File: config.mk
export PLATFORM = sky130hd
export DESIGN_NAME = pwm_multi
export DESIGN_NICKNAME = d
export VERILOG_FILES = /design/src/rtl/pwm_pkg.sv /design/src/rtl/pwm_regs.sv /design/src/rtl/pwm_core.sv /design/src/rtl/pwm_multi.sv
export SDC_FILE = /design/constraint.sdc
export NUM_CORES = 1
export LEC_CHECK = 0
export ABC_CLOCK_PERIOD_IN_PS = 4000
export BUFFER_PORTS_ARGS = -buffer_cell sky130_fd_sc_hd__clkbuf_2
export CORE_ASPECT_RATIO = 1.2
export CORE_MARGIN = 4
export CORE_UTILIZATION = 62
export CTS_CLUSTER_DIAMETER = 100
export DETAILED_ROUTE_END_ITERATION = 8
export PLACE_DENSITY = 0.86
export SLEW_MARGIN = 40
export SYNTH_ARGS = -nofsm -noshare
export SYNTH_HDL_FRONTEND = slang
export SYNTH_SLANG_ARGS = --single-unit
File: constraint.sdc
create_clock -name clk -period 4 [get_ports clk]
set_clock_uncertainty 0.05 [all_clocks]
set_input_delay 0.2 -clock clk [delete_from_list [all_inputs] [get_ports clk]]
set_output_delay 0.2 -clock clk [all_outputs]
set_load 0.05 [all_outputs]
File: src/rtl/pwm_pkg.sv
package pwm_pkg;
  typedef struct packed {
    logic       enable;
    logic [7:0] prescale;
  } pwmCfg_t;

  localparam logic [7:0] CTRL_OFFS = 8'h50;
  localparam logic [7:0] IRQ_OFFS  = 8'h54;
endpackage

File: src/rtl/pwm_regs.sv
module pwm_regs
  import pwm_pkg::*;
#(
  parameter int NUM_CH = 4,
  parameter int ADDR_W = 8
) (
  input  logic                clk,
  input  logic                rstN,
  input  logic                busWe,
  input  logic [ADDR_W-1:0]   busAddr,
  input  logic [31:0]         busWdata,
  output logic [31:0]         busRdata,
  output pwmCfg_t             cfg,
  output logic [NUM_CH*8-1:0] dutyFlat,
  output logic                irqEn
);
  localparam int WORD_W = ADDR_W - 2;

  logic [NUM_CH-1:0][7:0] dutyQ;
  logic [7:0]             preQ;
  logic                   enQ;
  logic                   aligned;
  logic                   ctrlHit;
  logic                   irqHit;
  logic [WORD_W-1:0]      wordIdx;

  assign aligned = (busAddr[1:0] == 2'b00);
  assign wordIdx = busAddr[ADDR_W-1:2];
  assign ctrlHit = (busAddr == ADDR_W'(CTRL_OFFS));
  assign irqHit  = (busAddr == ADDR_W'(IRQ_OFFS));

  for (genvar c = 0; c < NUM_CH; c++) begin : g_duty
    always_ff @(posedge clk or negedge rstN) begin
      if (!rstN) dutyQ[c] <= '0;
      else if (busWe && aligned && wordIdx == WORD_W'(c)) dutyQ[c] <= busWdata[7:0];
    end
    assign dutyFlat[c*8 +: 8] = dutyQ[c];
  end

  always_ff @(posedge clk or negedge rstN) begin
    if (!rstN) begin
      preQ  <= '0;
      enQ   <= 1'b0;
      irqEn <= 1'b0;
    end else if (busWe) begin
      if (ctrlHit) begin
        preQ <= {busWdata[14:11], busWdata[3:0]};
        enQ  <= busWdata[9];
      end
      if (irqHit) irqEn <= busWdata[0];
    end
  end

  always_comb begin
    busRdata = '0;
    if (ctrlHit) begin
      busRdata[3:0]   = preQ[3:0];
      busRdata[14:11] = preQ[7:4];
      busRdata[9]     = enQ;
    end else if (irqHit) begin
      busRdata[0] = irqEn;
    end else if (aligned) begin
      for (int c = 0; c < NUM_CH; c++)
        if (wordIdx == WORD_W'(c)) busRdata[7:0] = dutyQ[c];
    end
  end

  assign cfg.enable   = enQ;
  assign cfg.prescale = preQ;
endmodule

File: src/rtl/pwm_core.sv
module pwm_core
  import pwm_pkg::*;
#(
  parameter int NUM_CH = 4
) (
  input  logic                clk,
  input  logic                rstN,
  input  pwmCfg_t             cfg,
  input  logic [NUM_CH*8-1:0] dutyFlat,
  output logic [NUM_CH-1:0]   pwmOut,
  output logic [7:0]          cntVal,
  output logic                periodEnd,
  output logic [NUM_CH*8-1:0] dutyAct
);
  logic [7:0] divCnt;
  logic [7:0] preAct;
  logic       tick;
  logic       load;

  assign tick      = (divCnt == preAct);
  assign periodEnd = cfg.enable && tick && (cntVal == 8'hFF);
  assign load      = !cfg.enable || periodEnd;

  always_ff @(posedge clk or negedge rstN) begin
    if (!rstN) begin
      divCnt <= '0;
      cntVal <= '0;
    end else if (!cfg.enable) begin
      divCnt <= '0;
      cntVal <= '0;
    end else if (tick) begin
      divCnt <= '0;
      cntVal <= cntVal + 8'd1;
    end else begin
      divCnt <= divCnt + 8'd1;
    end
  end

  always_ff @(posedge clk or negedge rstN) begin
    if (!rstN) begin
      preAct  <= '0;
      dutyAct <= '0;
    end else if (load) begin
      preAct  <= cfg.prescale;
      dutyAct <= dutyFlat;
    end
  end

  for (genvar c = 0; c < NUM_CH; c++) begin : g_cmp
    assign pwmOut[c] = cfg.enable && (cntVal <= dutyAct[c*8 +: 8]);
  end
endmodule

File: src/rtl/pwm_multi.sv
module pwm_multi
  import pwm_pkg::*;
#(
  parameter int NUM_CH = 4,
  parameter int ADDR_W = 8
) (
  input  logic              clk,
  input  logic              rstN,
  input  logic              busWe,
  input  logic [ADDR_W-1:0] busAddr,
  input  logic [31:0]       busWdata,
  output logic [31:0]       busRdata,
  output logic [NUM_CH-1:0] pwmOut
);
  pwmCfg_t             cfg;
  logic [NUM_CH*8-1:0] dutyFlat;
  logic [NUM_CH*8-1:0] dutyAct;
  logic                irqEn;
  logic [7:0]          cntVal;
  logic                periodEnd;

  pwm_regs #(.NUM_CH(NUM_CH), .ADDR_W(ADDR_W)) u_regs (
    .clk(clk), .rstN(rstN), .busWe(busWe), .busAddr(busAddr),
    .busWdata(busWdata), .busRdata(busRdata), .cfg(cfg),
    .dutyFlat(dutyFlat), .irqEn(irqEn)
  );

  pwm_core #(.NUM_CH(NUM_CH)) u_core (
    .clk(clk), .rstN(rstN), .cfg(cfg), .dutyFlat(dutyFlat),
    .pwmOut(pwmOut), .cntVal(cntVal), .periodEnd(periodEnd), .dutyAct(dutyAct)
  );
endmodule

==> summary.md, run 1 <==
| Metric | Value |
|---|---|
| Cell count after synthesis | approximately 450 |
| Max Clk Rate | about 370 MHz |
| Worst Path Buf+Inv | 1 |
| CTS buffer count | 9 |
| Synth warn | 0 |
| EDFF count, synth | 0 |
| Busiest grt layer | met2 |
| CP Cell Sequence | xnor2_1, nand4_1, or2_4, o31ai_4, buf_4, mux2_2 |
| Core area | 8153 sq um |
| Ant diodes | 0 |
| Arr. time, crit path | slightly below 3 ns |
| Synth Area in Compound Gates | 7.119% |
| Root buf cell | clkbuf_8 |
| Worst setup SP type | flip-flop |
| Multi-input logic area | ~2500 sq um |
| Share of cells above drive strength 1 | between 20% and 30% |
| GR Layer Usage met1 | between 20% and 30% |
| RSZ-0062 raised after global routing | no |
| Clock Sinks | between 90 and 100 |
| Slowest stage delay, CP | a little under 0.5 ns |
| Post-DRT Antenna Nets | 0 |
| Final Power | approximately 0.0020 W |
| Nets | between 500 and 600 |
| Number of global-route vias before repair | 3643 |
| WL/cell | 17.91 um |
| Adder-cell share of the synthesized area | 8.150% |
| Post-synth ARST share | 100.0% |
| Maximum vdd drop | 279.3 uV |
| Post-synthesis mux area share | ~19% |
| DRC Markers | 0 |
| Setup TNS | 0 ns |
| First-pass GRT wire length | ~18000 um |
| Relative slew slack | 51.69% |
| Vias per std cell | between 5 and 6 |
| Clock Path Buffers | 2 |
| Post-layout min period | about 2.7 ns |
| CTS clk-pin slew, worst paths | roughly 0.09 ns |
| Leading cell type by number of instances after synthesis | dfrtp_1 |
| Setup violations, final | 0 |
| Simple-Gate Fraction of Synth Area | ~8.7% |
| MaxCap Viol Count | 0 |
| Yosys cell types | 38 |
| PostCTS Resize Cnt | 0 |
| Post-synth top area cell | dfrtp_1 |
| Actual slew at the worst max-slew pin | slightly above 0.7 ns |
| CTS tree | done |
| Initial antenna violation count | 0 |
| Post-CTS Setup Inserts | 0 |
| Final wirelength | ~11000 um |
| Placed insts | roughly 590 |
| Delay-heaviest family, CP | simple AND/OR/NAND/NOR gates |
| Synthesized area | about 5200 sq um |
| Detailed placement HPWL | approximately 8000 um |
| Filler instances | around 540 |
| IO buf count | 40 |
| GRT Overall Usage | approximately a quarter |
| Vias post-DR | between 3000 and 4000 |
| Synth Area in XOR/XNOR | under 10% |
| Worst-path fanout max | 40 |
| Row count | 36 |
| Leakage Power | roughly 2.8 nW |
| Status | completed |
| Starting Density | between 60 and 70% |
| First-pass DRT Iterations | 4 |
| Sequential share of the synthesized area | between 40% and 50% |
| GPL Wtd Cong | 0.8262 |
| Seq. cell area | approximately 2500 sq um |
| Ys flop type | dfrtp_1 |
| Fin. Hold Viols | 0 |
| Final max-slew violation count | 0 |
| Kind of critical path | reg -> reg |
| Die area | between 9000 and 10000 sq um |
| Worst reg2reg startpoint | u_core.divCnt[6] |
| Average size of a mapped cell | 11.63 sq um |
| Top Ports | 79 |
| CP endpoint kind | flip-flop |
| Post-Layout Cell Count | a little over 600 |
| Die Y | approximately 110 um |
| Worst skew pair latency | roughly 0.38 ns |
| PD cells | ~350 nW/um^2 |
| Die width | slightly above 90 um |
| Post-synthesis sequential element count | between 90 and 100 |
| Hold_sp | busWdata[11] |
| M2 GR Usage | 38.69% |
| H-tree Lvls | 3 |
| Synth-to-Final Area Change | 8.845% |
| Overflow after GRT | 0 |
| Top post-synthesis cells by area | dfrtp_1, mux2_2, ha_1 |
| Crit-path slowest cell | buf_4 |
| Worst hold path class | in -> reg |
| Synth top area share | between 40% and 50% |
| Met3 Use GR | between 4 and 5% |
| Worst Path Required | 4.21 ns |
| DR iter-0 viols | approximately 200 |
| CP startpoint | u_core.divCnt[6] |
| Main combinational cell family by area after synthesis | multiplexers |
| Pin count of the biggest net entering global routing | 67 |
| Crit share post-route | between 60% and 70% |
| Post-synth top cells | dfrtp_1, mux2_2, ha_1 |
## final timing paths
| path | cells past startpoint | slack [ns] | to |
|---|---|---|---|
| max | 6 | 1.33 | u_core.dutyAct[17] |
| min | 2 | 0.02 | u_regs.preQ[4] |
| max reg2reg | 6 | 1.33 | u_core.dutyAct[17] |
| min reg2reg | 1 | 0.45 | u_core.dutyAct[18] |
| max in group asynchronous | 3 | 2.70 | u_core.dutyAct[7] |
| min in group asynchronous | 2 | 0.33 | u_regs.dutyFlat[22] |
## report_power, final
group          internal, W  switching, W  total (W)
Combinational     0.000104      0.000173   0.000277
Sequential         0.00103     0.0000314    0.00106
Clock             0.000287      0.000348   0.000635
Total              0.00142      0.000553    0.00198
## cells by family after synthesis
logic type      after synthesis
xor+xnor                     19
buf+inv                      62
other cells                   1
mux                          91
simple gates                 88
fa+ha+maj                    34
flops                        98
compound gates               56
## cells in the final DEF, fill, tap and decap left out, types with 2 or more instances in the layout
master and instances:
and2_1 5, nor3_1 2, o21a_1 2, nor4_1 5
o21ai_0 8, nand3_1 6, mux2_1 2, mux2_2 79
a21o_1 3, mux2i_1 10, nand2_1 16, nor2_1 22
clkbuf_2 39, xor2_1 2, clkbuf_8 9, clkinv_2 2
dlygate4sd3_1 5, dfrtp_1 98, ha_1 34, a21oi_1 19
o211ai_1 4, o22a_1 4, nand4_1 13, inv_1 32
clkinvlp_4 2, xnor2_1 17, nand2b_1 2, buf_4 2
a211oi_1 12, and3_1 3, nor2b_1 11, conb_1 19
## through the flow
step | hold slack, ns | util, % | setup WS, ns | instance area, sq um
4_1_cts | 0.01538 | 69.57 | 1.333 | 5672
3_3_place_gp | 0.2940 | 66.62 | 1.497 | 5431
2_1_floorplan | -0.1456 | - | 1.493 | 5288
5_1_grt | 0.01868 | 69.69 | 1.209 | 5682
6_report | 0.02121 | 69.69 | 1.327 | 5682
3_5_place_dp | 0.3079 | 66.62 | 1.358 | 5431
## state kept, by name, summed over array words and instances, names as in the netlist
register	cells
u_regs.enQ	1
u_core.divCnt	8
u_core.dutyAct	32
u_regs.dutyFlat	32
u_core.preAct	8
u_core.cntVal	8
u_regs.preQ	8
u_regs.irqEn	1
## final cells by class
| class | count | area share, % |
|---|---|---|
| Clock buffer | 9 | 2.180 |
| Multi-Input combinational cell | 307 | 44.09 |
| Inverter | 32 | 2.114 |
| Timing Repair Buffer | 47 | 4.779 |
| Clock inverter | 6 | 1.167 |
| Sequential cell | 98 | 43.16 |
| Tap cell | 114 | 2.510 |
## routing by layer
metal | up-vias | wire (um)
li1 | 1635 | -
met1 | 1751 | 4701
met2 | 105 | 5409
met3 | 31 | 529
met4 | 0 | 339
met5 | - | 0
## repair_timing
action	in CTS	in global routing
hold buffers	5	0
endpoints found under the hold margin	69	0
endpoints found under the setup margin	0	0
Power figures use the tool's default switching activity.
==> run 2: changes to the inputs <==
ABC_CLOCK_PERIOD_IN_PS = 2400   (was 4000)
CORE_UTILIZATION = 52   (was 62)
PLACE_DENSITY = 0.77   (was 0.86)
clock period = 2.4 ns   (was 4 ns; I/O delays follow)
==> run 2 against run 1 <==
Net effect:
- sequential share of layout area fell by 2.1 points
- cell area rose by 5.2%
- sequential cell count did not move
- total power rose by 99%
- utilization fell by 7.9 points
- first-iteration DRC count fell by 12%
- critical path depth rose by 1
- global-route usage fell by 3.1 points
- highest routed layer unchanged
==> summary.md, run 2 (synthesis results as in run 1) <==
| Metric | Value |
|---|---|
| Fin. Hold Viols | 0 (unchanged) |
| Die width | 99.46 um (+8.4%) |
| Die Y | 117.8 um (+8.5%) |
| Clock Path Buffers | 2 (unchanged) |
| Max Clk Rate | 436.1 MHz |
| Nets | 584 (+2.1%) |
| GPL Wtd Cong | 0.8230 (-0.39%) |
| Detailed placement HPWL | 8126 um (+1.6%) |
| Actual slew at the worst max-slew pin | 0.5925 ns (-0.1321 ns) |
| Arr. time, crit path | 2.12 ns (-0.77 ns) |
| Maximum vdd drop | 544.4 uV (+95%) |
| Share of cells above drive strength 1 | 29.49% (+1.6 points) |
| Root buf cell | clkbuf_16 |
| Final Power | 0.003922 W (+99%) |
| GRT Overall Usage | 20.28% (-3.1 points) |
| Final wirelength | 11310 um (+3.0%) |
| Placed insts | 612 (+3.2%) |
| M1 wire length | 4775 um (+1.6%) |
| Crit share post-route | 95.54% |
| Worst skew pair latency | 0.34 ns (-0.04 ns) |
| Vias per std cell | 5.676 (-1.2%) |
| MaxCap Viol Count | 0 (unchanged) |
| Worst setup SP type | flip-flop |
| Vias post-DR | 3604 (+2.3%) |
| Post-Layout Cell Count | 635 (+3.6%) |
| Starting Density | 54.03% (-10 points) |
| Fin util | 61.84% (-7.9 points) |
| First-pass DRT Iterations | 4 (unchanged) |
| Row count | 39 (+8.3%) |
| Number of global-route vias before repair | 3853 (+5.8%) |
| Final max-slew violation count | 0 (unchanged) |
| Status | completed |
| CTS tree | done |
| Dpl ws | 0.2114 ns (-1.146 ns) |
| Setup violations, final | 0 (unchanged) |
| Post-DRT Antenna Nets | 0 (unchanged) |
| Pin count of the biggest net entering global routing | 65 (-3.0%) |
| Overflow after GRT | 0 (unchanged) |
| Worst hold path class | in -> reg |
| First-pass GRT wire length | 18940 um (+5.3%) |
| Leakage Power | 2.973 nW (+5.0%) |
| WL/cell | 17.80 um (-0.59%) |
| Worst Path Required | 2.23 ns (-1.98 ns) |
| Setup TNS | 0 ns (unchanged) |
| Met3 WL | 410 um (-22%) |
| Worst-path fanout max | 7 (-83%) |
| Die area | 11710 sq um (+18%) |
| CTS clk-pin slew, worst paths | 0.07 ns (-0.02 ns) |
| Initial antenna violation count | 0 (unchanged) |
| Most frequent cells in the layout | dfrtp_1, mux2_2, clkbuf_2, ha_1, inv_1 |
| Relative slew slack | 60.50% (+8.8 points) |
| PD cells | 656.4 nW/um^2 (+89%) |
| H-tree Lvls | 3 (unchanged) |
| IO buf count | 40 (unchanged) |
| DR iter-0 viols | 173 (-12%) |
| Core area | 9662 sq um (+19%) |
| DRC Markers | 0 (unchanged) |
| Commonest non-fill, non-tap cell in the layout | dfrtp_1 |
| Clock Sinks | 98 (unchanged) |
| Kind of critical path | reg -> out |
| RSZ-0062 raised after global routing | no |
| Ant diodes | 0 (unchanged) |
| Metal2 WL | 5768 um (+6.6%) |
| CP endpoint kind | output port |
| DR top layer | met4 |
| Post-layout min period | ~2.3 ns |
| Top Ports | 79 (unchanged) |
| Final setup margin | 0.1071 ns (-1.220 ns) |
| Filler instances | 760 (+40%) |
| Synth-to-Final Area Change | 14.45% |
| CTS buffer count | 9 (unchanged) |
-- run 2: per-layer routing --
metal	global-route usage [%]	vias up
met2	35.04	83
met5	0	-
li1	-	1666
met4	8.454	0
met1	25.08	1824
met3	2.964	31
-- run 2: path summary, 6_finish.rpt --
check,slack (ns),depth (start not counted),start,end
worst max-delay path,0.11,7,u_core.cntVal[1],pwmOut[3]
worst min-delay path,0.007,2,busWdata[5],u_regs.dutyFlat[29]
worst max register to register,0.18,6,u_core.divCnt[5],u_core.dutyAct[22]
worst min register to register,0.44,1,u_core.dutyAct[14],u_core.dutyAct[14]
max in group asynchronous,1.38,3,rstN,u_core.preAct[4]
min in group asynchronous,0.34,2,rstN,u_regs.dutyFlat[21]
-- run 2: final cells by class --
type / count / area, sq um / area share (%)
Multi-Input combinational cell: 307 / 2499 / 41.82
Sequential cell: 98 / 2454 / 41.07
Tap cell: 123 / 153.9 / 2.576
Timing Repair Buffer: 59 / 399.1 / 6.681
Inverter: 32 / 120.1 / 2.010
Clock inverter: 7 / 123.9 / 2.073
Clock buffer: 9 / 225.2 / 3.770
-- run 2: repair_timing --
action	in CTS	in global routing
hold buffers	7	0
setup buffers	0	0
endpoints found under the setup margin	1	4
hold endpoints to repair	69	0
gates resized for setup	1	8
-- run 2: power breakdown --
group | leakage, nW | switching [W] | internal [W]
clock network | 0.172 | 0.000634 | 0.00103
registers | 1.35 | 0.0000531 | 0.00172
logic | 1.45 | 0.000291 | 0.000192
-- run 2: critical path, stage by stage (launching register included) --
cell,delay (ns)
dfrtp_2,0.47
ha_1,0.30
nor2b_1,0.13
o211ai_1,0.15
a21oi_1,0.09
o22a_1,0.22
nor2_1,0.11
clkbuf_2,0.30
-- run 2: stage by stage --
stage	hold WS (ns)	instance area, sq um
2_1_floorplan	-0.2256	5288
3_3_place_gp	0.2071	5543
4_1_cts	0.0004689	5964
3_5_place_dp	0.2121	5543
6_report	0.007439	5974
5_1_grt	0.008962	5974
